File: src/rtl/cvsd_pkg.sv
package cvsd_pkg;
  localparam int unsigned HIST_W = 4;
  localparam logic [HIST_W-1:0] HIST_RST = 4'b0101;

  function automatic int clamp_sym(input int v, input int lim);
    if (v > lim) return lim;
    if (v < -lim) return -lim;
    return v;
  endfunction
endpackage

File: src/rtl/cvsd_run_det.sv
module cvsd_run_det
  import cvsd_pkg::*;
#(
  parameter int unsigned SHORT_RUN = 3,
  parameter int unsigned LONG_RUN  = 4
) (
  input  logic clk_i,
  input  logic rst_ni,
  input  logic adv_i,
  input  logic bit_i,
  input  logic alg3_i,
  output logic coinc_o
);
  localparam int unsigned HW = (LONG_RUN > SHORT_RUN) ? LONG_RUN : SHORT_RUN;

  logic [HW-1:0] hist_q, hist_nxt;
  logic [HW:1]   same;

  assign hist_nxt = {hist_q[HW-2:0], bit_i};

  // same[k]: newest k bits equal
  for (genvar k = 1; k <= HW; k++) begin : g_same
    assign same[k] = (&hist_nxt[k-1:0]) | ~(|hist_nxt[k-1:0]);
  end

  assign coinc_o = alg3_i ? same[SHORT_RUN] : same[LONG_RUN];

  always_ff @(posedge clk_i or negedge rst_ni) begin
    if (!rst_ni)    hist_q <= HW'(HIST_RST);
    else if (adv_i) hist_q <= hist_nxt;
  end
endmodule

File: src/rtl/cvsd_syllabic.sv
module cvsd_syllabic #(
  parameter int unsigned STEP_W   = 16,
  parameter int unsigned STEP_MIN = 16,
  parameter int unsigned STEP_MAX = 2048,
  parameter int unsigned STEP_INC = 64,
  parameter int unsigned DECAY_SH = 4
) (
  input  logic              clk_i,
  input  logic              rst_ni,
  input  logic              adv_i,
  input  logic              coinc_i,
  output logic [STEP_W-1:0] step_nxt_o,
  output logic [STEP_W-1:0] step_o
);
  localparam logic [STEP_W:0] MAX_X = (STEP_W+1)'(STEP_MAX);
  localparam logic [STEP_W:0] MIN_X = (STEP_W+1)'(STEP_MIN);

  logic [STEP_W-1:0] step_q;
  logic [STEP_W:0]   grow, shrink;

  always_comb begin
    grow   = {1'b0, step_q} + (STEP_W+1)'(STEP_INC);
    shrink = {1'b0, step_q} - {1'b0, (step_q >> DECAY_SH)};
    if (coinc_i) step_nxt_o = (grow > MAX_X)   ? STEP_W'(STEP_MAX) : grow[STEP_W-1:0];
    else         step_nxt_o = (shrink < MIN_X) ? STEP_W'(STEP_MIN) : shrink[STEP_W-1:0];
  end

  always_ff @(posedge clk_i or negedge rst_ni) begin
    if (!rst_ni)    step_q <= STEP_W'(STEP_MIN);
    else if (adv_i) step_q <= step_nxt_o;
  end

  assign step_o = step_q;

  assert_step_range_R4: assert property (@(posedge clk_i) disable iff (!rst_ni)
    (step_q >= STEP_W'(STEP_MIN)) && (step_q <= STEP_W'(STEP_MAX)));

  assert_run_grows_R3: assert property (@(posedge clk_i) disable iff (!rst_ni)
    (adv_i && coinc_i) |=> (step_q >= $past(step_q)));
endmodule

File: src/rtl/cvsd_principal.sv
module cvsd_principal #(
  parameter int unsigned W       = 16,
  parameter int unsigned STEP_W  = 16,
  parameter int unsigned LEAK_SH = 5
) (
  input  logic                clk_i,
  input  logic                rst_ni,
  input  logic                adv_i,
  input  logic                bit_i,
  input  logic [STEP_W-1:0]   step_i,
  output logic signed [W-1:0] acc_o
);
  localparam int XW = (W > STEP_W ? W : STEP_W) + 3;
  localparam logic signed [XW-1:0] LIM =  XW'((2 ** (W-1)) - 1);

  logic signed [W-1:0]  acc_q;
  logic signed [XW-1:0] ext, stp, sum, acc_nxt;

  always_comb begin
    ext = XW'(acc_q);
    stp = $signed({{(XW-STEP_W){1'b0}}, step_i});
    sum = ext - (ext >>> LEAK_SH) + (bit_i ? stp : -stp);
    if (sum > LIM)       acc_nxt = LIM;
    else if (sum < -LIM) acc_nxt = -LIM;
    else                 acc_nxt = sum;
  end

  always_ff @(posedge clk_i or negedge rst_ni) begin
    if (!rst_ni)    acc_q <= '0;
    else if (adv_i) acc_q <= acc_nxt[W-1:0];
  end

  assign acc_o = acc_q;

  assert_no_wrap_R5: assert property (@(posedge clk_i) disable iff (!rst_ni)
    acc_q != {1'b1, {(W-1){1'b0}}});

  assert_hold_R6: assert property (@(posedge clk_i) disable iff (!rst_ni)
    !adv_i |=> $stable(acc_q));
endmodule

File: src/rtl/cvsd_dec.sv
module cvsd_dec #(
  parameter int unsigned W        = 16,
  parameter int unsigned STEP_MIN = 16,
  parameter int unsigned STEP_MAX = 2048,
  parameter int unsigned STEP_INC = 64,
  parameter int unsigned DECAY_SH = 4,
  parameter int unsigned LEAK_SH  = 5
) (
  input  logic                clk_i,
  input  logic                rst_ni,
  input  logic                bit_en_i,
  input  logic                bit_i,
  input  logic                alg3_i,
  input  logic                idle_ni,
  input  logic                pwr_on_i,
  output logic signed [W-1:0] sample_o,
  output logic                valid_o
);
  localparam int unsigned STEP_W = W;

  logic adv, dbit, phase_q, coinc, valid_q;
  logic [STEP_W-1:0] step_nxt, step_cur;
  logic signed [W-1:0] acc;

  assign adv  = bit_en_i & pwr_on_i;
  assign dbit = idle_ni ? bit_i : phase_q;

  always_ff @(posedge clk_i or negedge rst_ni) begin
    if (!rst_ni)      phase_q <= 1'b0;
    else if (idle_ni) phase_q <= 1'b0;
    else if (adv)     phase_q <= ~phase_q;
  end

  always_ff @(posedge clk_i or negedge rst_ni) begin
    if (!rst_ni) valid_q <= 1'b0;
    else         valid_q <= adv;
  end

  cvsd_run_det #(.SHORT_RUN(3), .LONG_RUN(4)) u_run (
    .clk_i, .rst_ni, .adv_i(adv), .bit_i(dbit), .alg3_i, .coinc_o(coinc)
  );

  cvsd_syllabic #(
    .STEP_W(STEP_W), .STEP_MIN(STEP_MIN), .STEP_MAX(STEP_MAX),
    .STEP_INC(STEP_INC), .DECAY_SH(DECAY_SH)
  ) u_syl (
    .clk_i, .rst_ni, .adv_i(adv), .coinc_i(coinc),
    .step_nxt_o(step_nxt), .step_o(step_cur)
  );

  cvsd_principal #(.W(W), .STEP_W(STEP_W), .LEAK_SH(LEAK_SH)) u_pri (
    .clk_i, .rst_ni, .adv_i(adv), .bit_i(dbit), .step_i(step_nxt), .acc_o(acc)
  );

  assign sample_o = pwr_on_i ? acc : '0;
  assign valid_o  = valid_q;

  assert_valid_src_R2: assert property (@(posedge clk_i) disable iff (!rst_ni)
    valid_o |-> $past(bit_en_i && pwr_on_i));

  assert_frozen_R9: assert property (@(posedge clk_i) disable iff (!rst_ni)
    !pwr_on_i |=> ($stable(acc) && $stable(step_cur) && !valid_o));

  assert_idle_alt_R7: assert property (@(posedge clk_i) disable iff (!rst_ni)
    (!idle_ni && adv && $past(!idle_ni && adv)) |-> (dbit != $past(dbit)));
endmodule

File: config.mk
export PLATFORM = sky130hd
export DESIGN_NAME = cvsd_dec
export DESIGN_NICKNAME = d
export VERILOG_FILES = /design/src/rtl/cvsd_pkg.sv /design/src/rtl/cvsd_run_det.sv /design/src/rtl/cvsd_syllabic.sv /design/src/rtl/cvsd_principal.sv /design/src/rtl/cvsd_dec.sv
export SDC_FILE = /design/constraint.sdc
export NUM_CORES = 1
export LEC_CHECK = 0
export BUFFER_PORTS_ARGS = -buffer_cell sky130_fd_sc_hd__buf_2
export CAP_MARGIN = 20
export CORE_MARGIN = 8
export CORE_UTILIZATION = 60
export CTS_BUF_LIST = sky130_fd_sc_hd__clkbuf_16
export CTS_CLUSTER_DIAMETER = 150
export CTS_CLUSTER_SIZE = 10
export DETAILED_ROUTE_END_ITERATION = 7
export PLACE_DENSITY = 0.89
export REMOVE_ABC_BUFFERS = 1
export SLEW_MARGIN = 30
export SYNTH_ARGS = -nofsm -noshare
export SYNTH_HDL_FRONTEND = slang
export SYNTH_SLANG_ARGS = --single-unit
export TNS_END_PERCENT = 20
File: constraint.sdc
create_clock -name clk_i -period 19.5 [get_ports clk_i]
set_input_delay 2.925 -clock clk_i [delete_from_list [all_inputs] [get_ports clk_i]]
set_output_delay 2.925 -clock clk_i [all_outputs]
set_load 0.05 [all_outputs]
# Word-level counts from Yosys, hierarchy flattened

Cells that the tools add are included.

Input port bits: 7
Output and inout port bits: 17
Register bits after elaboration: 37

Add/sub/neg operators: 5
Bitwise gates (word level): 6
Mux-type cells: 11
Order comparisons: 4
Reduce and logical (&&, ||, !) cells: 5

Operators with widths:

| operator                                                                           | number |
|---|---|
| 16-bit two-way mux                                                                 | 6 |
| 17-bit by 19-bit adder with 19-bit output                                          | 1 |
| 19-bit by 16-bit greater-than comparator with 1-bit output (second input constant) | 1 |
| 19-bit by 16-bit < comparator with 1-bit output (second input constant)            | 1 |
| 19-bit two-way mux                                                                 | 1 |
| 16-bit negator with 19-bit output                                                  | 1 |
| 16-bit by 7-bit adder with 17-bit output (second input constant)                   | 1 |
| 17-bit by 12-bit greater-than comparator with 1-bit output (second input constant) | 1 |
| 17-bit by 5-bit < comparator with 1-bit output (second input constant)             | 1 |
| 16-bit by 11-bit subtractor with 17-bit output                                     | 1 |
| 16-bit by 12-bit subtractor with 17-bit output                                     | 1 |
| 1-bit two-way mux                                                                  | 4 |
| 4-bit AND reduction                                                                | 1 |
| 4-bit OR reduction                                                                 | 1 |
| 1-bit NOT                                                                          | 3 |
| 3-bit AND reduction                                                                | 1 |
| 3-bit OR reduction                                                                 | 1 |
| 1-bit bitwise OR                                                                   | 2 |
| 2-bit nonzero test                                                                 | 1 |
| 1-bit bitwise AND                                                                  | 1 |

# Longest topological paths before layout

Depth after elaboration: 12
Gate-level depth with buffers: 32
Depth with buffers taken out: 31

# Modules after synthesis

From an unflattened synthesis, not the netlist that was laid out.

Cells, all modules: 603
Area, all modules: 4,869.7 sq um

By module, submodules not included:

| module         | seq. area each (sq um) | area each (sq um) | cells each | instances |
|---|---|---|---|---|
| cvsd_principal | 400.4                  | 2,578.7           | 328        | 1 |
| cvsd_syllabic  | 401.6                  | 1,928.1           | 241        | 1 |
| cvsd_dec       | 50.0                   | 220.2             | 25         | 1 |
| cvsd_run_det   | 77.6                   | 142.6             | 9          | 1 |

# Least setup slack after synthesis

Ideal clock, no wire load.

Path kind: in2reg
Start: input idle_ni
End: register u_pri.acc_q[11], in the netlist u_pri.acc_o[11]
Required time: 19.365 ns
Stages on the path: 26
Slack: 11.178 ns
Arrival: 8.187 ns
Path through: mux2_4 > a2111oi_4 > o221ai_2 > a211oi_2 > clkbuf_1 > a2bb2oi_1 > ha_1 > inv_1 > a21oi_1 > nand3_1 > nor2_1 > a21oi_1 > xnor2_1 > fa_1 > ha_1 > o21a_1 > o21ai_0 > o31ai_1 > a211oi_1 > nor2_1 > o211ai_1 > and2_1 > a41oi_2 > a21oi_4 > buf_8 > o221ai_2

Cells in the longest elaborated chain, start to end: 12

Ends and longest elaborated chain:

| item                                                     | line                 | text |
|---|---|---|
| start: declaration                                       | cvsd_dec.sv:14       | `input logic idle_ni,` |
| 1-bit two-way mux (*)                                    | cvsd_dec.sv:26       | `assign dbit = idle_ni ? bit_i : phase_q;` |
| 4-bit OR reduction or 3-bit OR reduction (tied branches) | cvsd_run_det.sv:23   | `assign same[k] = (&hist_nxt[k-1:0]) \| ~(\|hist_nxt[k-1:0]);` |
| 1-bit NOT                                                | cvsd_run_det.sv:23   |  |
| 1-bit bitwise OR                                         | cvsd_run_det.sv:23   |  |
| 1-bit two-way mux                                        | cvsd_run_det.sv:26   | `assign coinc_o = alg3_i ? same[SHORT_RUN] : same[LONG_RUN];` |
| 16-bit two-way mux                                       | cvsd_syllabic.sv:24  | `if (coinc_i) step_nxt_o = (grow > MAX_X) ? STEP_W'(STEP_MAX) : grow[STEP_W-1:0];` |
| 16-bit negator with 19-bit output                        | cvsd_principal.sv:22 | `sum = ext - (ext >>> LEAK_SH) + (bit_i ? stp : -stp);` |
| 19-bit two-way mux (*)                                   | cvsd_principal.sv:22 |  |
| 17-bit by 19-bit adder with 19-bit output (*)            | cvsd_principal.sv:22 |  |
| 19-bit by 16-bit < comparator with 1-bit output          | cvsd_principal.sv:24 | `else if (sum < -LIM) acc_nxt = -LIM;` |
| 16-bit two-way mux                                       | cvsd_principal.sv:24 |  |
| 16-bit two-way mux (*)                                   | cvsd_principal.sv:23 | `if (sum > LIM) acc_nxt = LIM;` |
| end signal: assignment                                   | cvsd_principal.sv:30 | `else if (adv_i) acc_q <= acc_nxt[W-1:0];` |
| end: declaration                                         | cvsd_principal.sv:16 | `logic signed [W-1:0] acc_q;` |

Every way passes the cells marked *; elsewhere a longest branch is shown, timed or not.
A chain may end at the register's enable or synchronous reset.

# Worst setup path after layout

Start: input idle_ni
End: register u_pri.acc_q[13], in the netlist u_pri.acc_o[13]

The elaborated chain is that of the path after synthesis.

==> out/qor.txt <==
Worst skew pair latency - 280 ps
Setup TNS - 0 ps
Inst Count DP - 709
CTS tree - yes
Hold Fails Final Rpt - 0
H-tree Lvls - 2
Worst Skew - 3.79 ps
Via count of the first global-routing pass - 4611
Grt ovf - 0
Initial antenna violation count - 0
FMAX - 104 MHz
Crit path kind - in -> reg
EDFF count, synth - 0
Pins Over Slew Limit - 0
Crit. End Element - flip-flop
Nets - 674
Core area - 8090 µm²
CP max stage cell - nor2_1
Drt total wl - 13100 µm
Syn avg cell area - 8.14 µm²
Largest net degree at the start of global routing - 52
All-Layer GR Usage - 23.8%
Layout cell share with drive strength beyond 1 - 11.1%
Slew margin rel. - 42.9%
Final period util - 49.5%
Drt drc - 0
Wire per inst - 18.3 µm
RSZ-0062 raised after global routing - no
Worst-path fanout max - 14
Port Buffers - 23
Drt first-iter violations - 575
Synthesis-to-layout area growth - 5.71%
Post-CTS Setup Bufs - 0
Yosys warns - 0
Cell family with the largest share of critical-path delay - compound AO/OA/AOI/OAI gates
Die ar. - 11300 µm²
Cell Area, Synth - 4910 µm²
Max Root-Sink Buffers - 2
Chip height - 106 µm
Top cell by count, worst path - nor2_1
Commonest non-fill, non-tap cell in the layout - nand2_1
Fin cells - 717
CTS Hold Bufs - 0
Post-Syn Instances - 603
Critical Path Max Stage Delay - 680 ps
Most frequent cells in the layout - nand2_1, inv_1, o21ai_0
Clk slew on worst S/H paths - 60 ps
Total of max-cap violations - 0
Detail Route Antenna Nets - 0
Flops & latches, synth - 37
PostCTS Resize Cnt - 0
Clock sink total - 37
Vias/cell - 6.64
Status - finished, final reports clean
Slew @ Worst Pin - 855 ps
IO Pins - 24
Worst Path Required - 19640 ps
Setup Viol. Count Final - 0
Seq/Total Area, Yosys - 18.9%
FFs w/ async S/R, synth - 100%
# diodes - 0
Buf+Inv Stages, Crit Path - 2
GPL Wtd Cong - 0.962
Die width - 106 µm
First-pass GRT wire length - 22400 µm
Inserted Clock Buffers - 5
Dpl hpwl - 10300 µm
CP Launch Type - primary input
Drt first pass iters - 6
Hold Path Class - reg -> reg
Root Driver - clkbuf_16
Site Rows - 33
Vias post-DR - 4763
Critical path arrival - 9800 ps
Initial Utilization - 60.7%
Distinct cell type count after synthesis - 84
Most common flop cell mapped by yosys - dfrtp_1
Final min period - 9660 ps
==> kinds of logic after synthesis <==
group	share of synthesized area, %
and+or+nand+nor	21.2
xor gates and xnor gates	7.49
AOI/OAI and AO/OA	28.4
DFF	18.9
adders and majority gates	16.7
muxes	0.943
buffers and inverters	6.27
==> tightest hold or removal path, delay by kind of cell, from the launching register on <==
family | cells | cell delay, ps
simple gates | 2 | 110
flops | 1 | 400
==> cell usage after synthesis, drive strengths merged (9+ instances only) <==
library cell  count  area, µm²
inv              50        188
buf               9       67.6
nand2            74        278
ha               40        500
and2             20        125
xnor2            24        210
o31ai             9       67.6
nor2             29        109
a21oi            38        209
nand3            18       95.1
clkbuf           14       52.6
o21ai            48        240
o311ai            9        101
a211oi           10       85.1
dfrtp            34        851
a21o              9       67.6
xor2             18        158
or3               9       56.3
nor3             12       60.1
fa               16        320
==> per-stage QoR <==
stage	utilization [%]	worst slack, ps	cell area (µm²)	hold slack [ps]
5_1_grt	64.1	9280	5190	544
3_3_place_gp	62.3	9720	5040	486
2_1_floorplan	-	11000	4790	466
3_5_place_dp	62.3	9530	5040	501
6_report	64.1	9840	5190	514
4_1_cts	64.1	9790	5180	510
==> worst paths after layout <==
path	startpoint	end	slack [ps]	cells past startpoint
max	idle_ni	u_pri.acc_o[13]	9840	26
min	u_run.hist_q[2]	u_run.hist_q[2]	510	2
max reg2reg	u_syl.step_o[0]	u_pri.acc_o[13]	11070	31
min reg2reg	u_run.hist_q[2]	u_run.hist_q[2]	510	2
max in group asynchronous	rst_ni	u_syl.step_o[9]	16220	1
min in group asynchronous	rst_ni	u_syl.step_o[0]	2740	1
==> flip-flops by register name, summed over array words and instances (netlist names) <==
name	cells
u_run.hist_q	3
u_syl.step_o	16
phase_q	1
u_pri.acc_o	16
valid_o	1
==> area by class of cell <==
type	count	area (µm²)
multi-input cells	493	3670
fillers	667	2900
flip-flops and latches	37	930
inverters	50	188
well taps	105	131
clock buffers	5	125
repair buffers	24	123
clock inverters	3	17.5
==> layer usage <==
layer | share of wire [%] | track usage (%)
met1 | 40 | 30.1
met2 | 47 | 38.7
met3 | 8.9 | 4.48
met4 | 3.9 | 10.5
met5 | 0 | 0
Power is not shown: default switching activity piles up to over one toggle a cycle in this logic, so the estimate is an artifact.
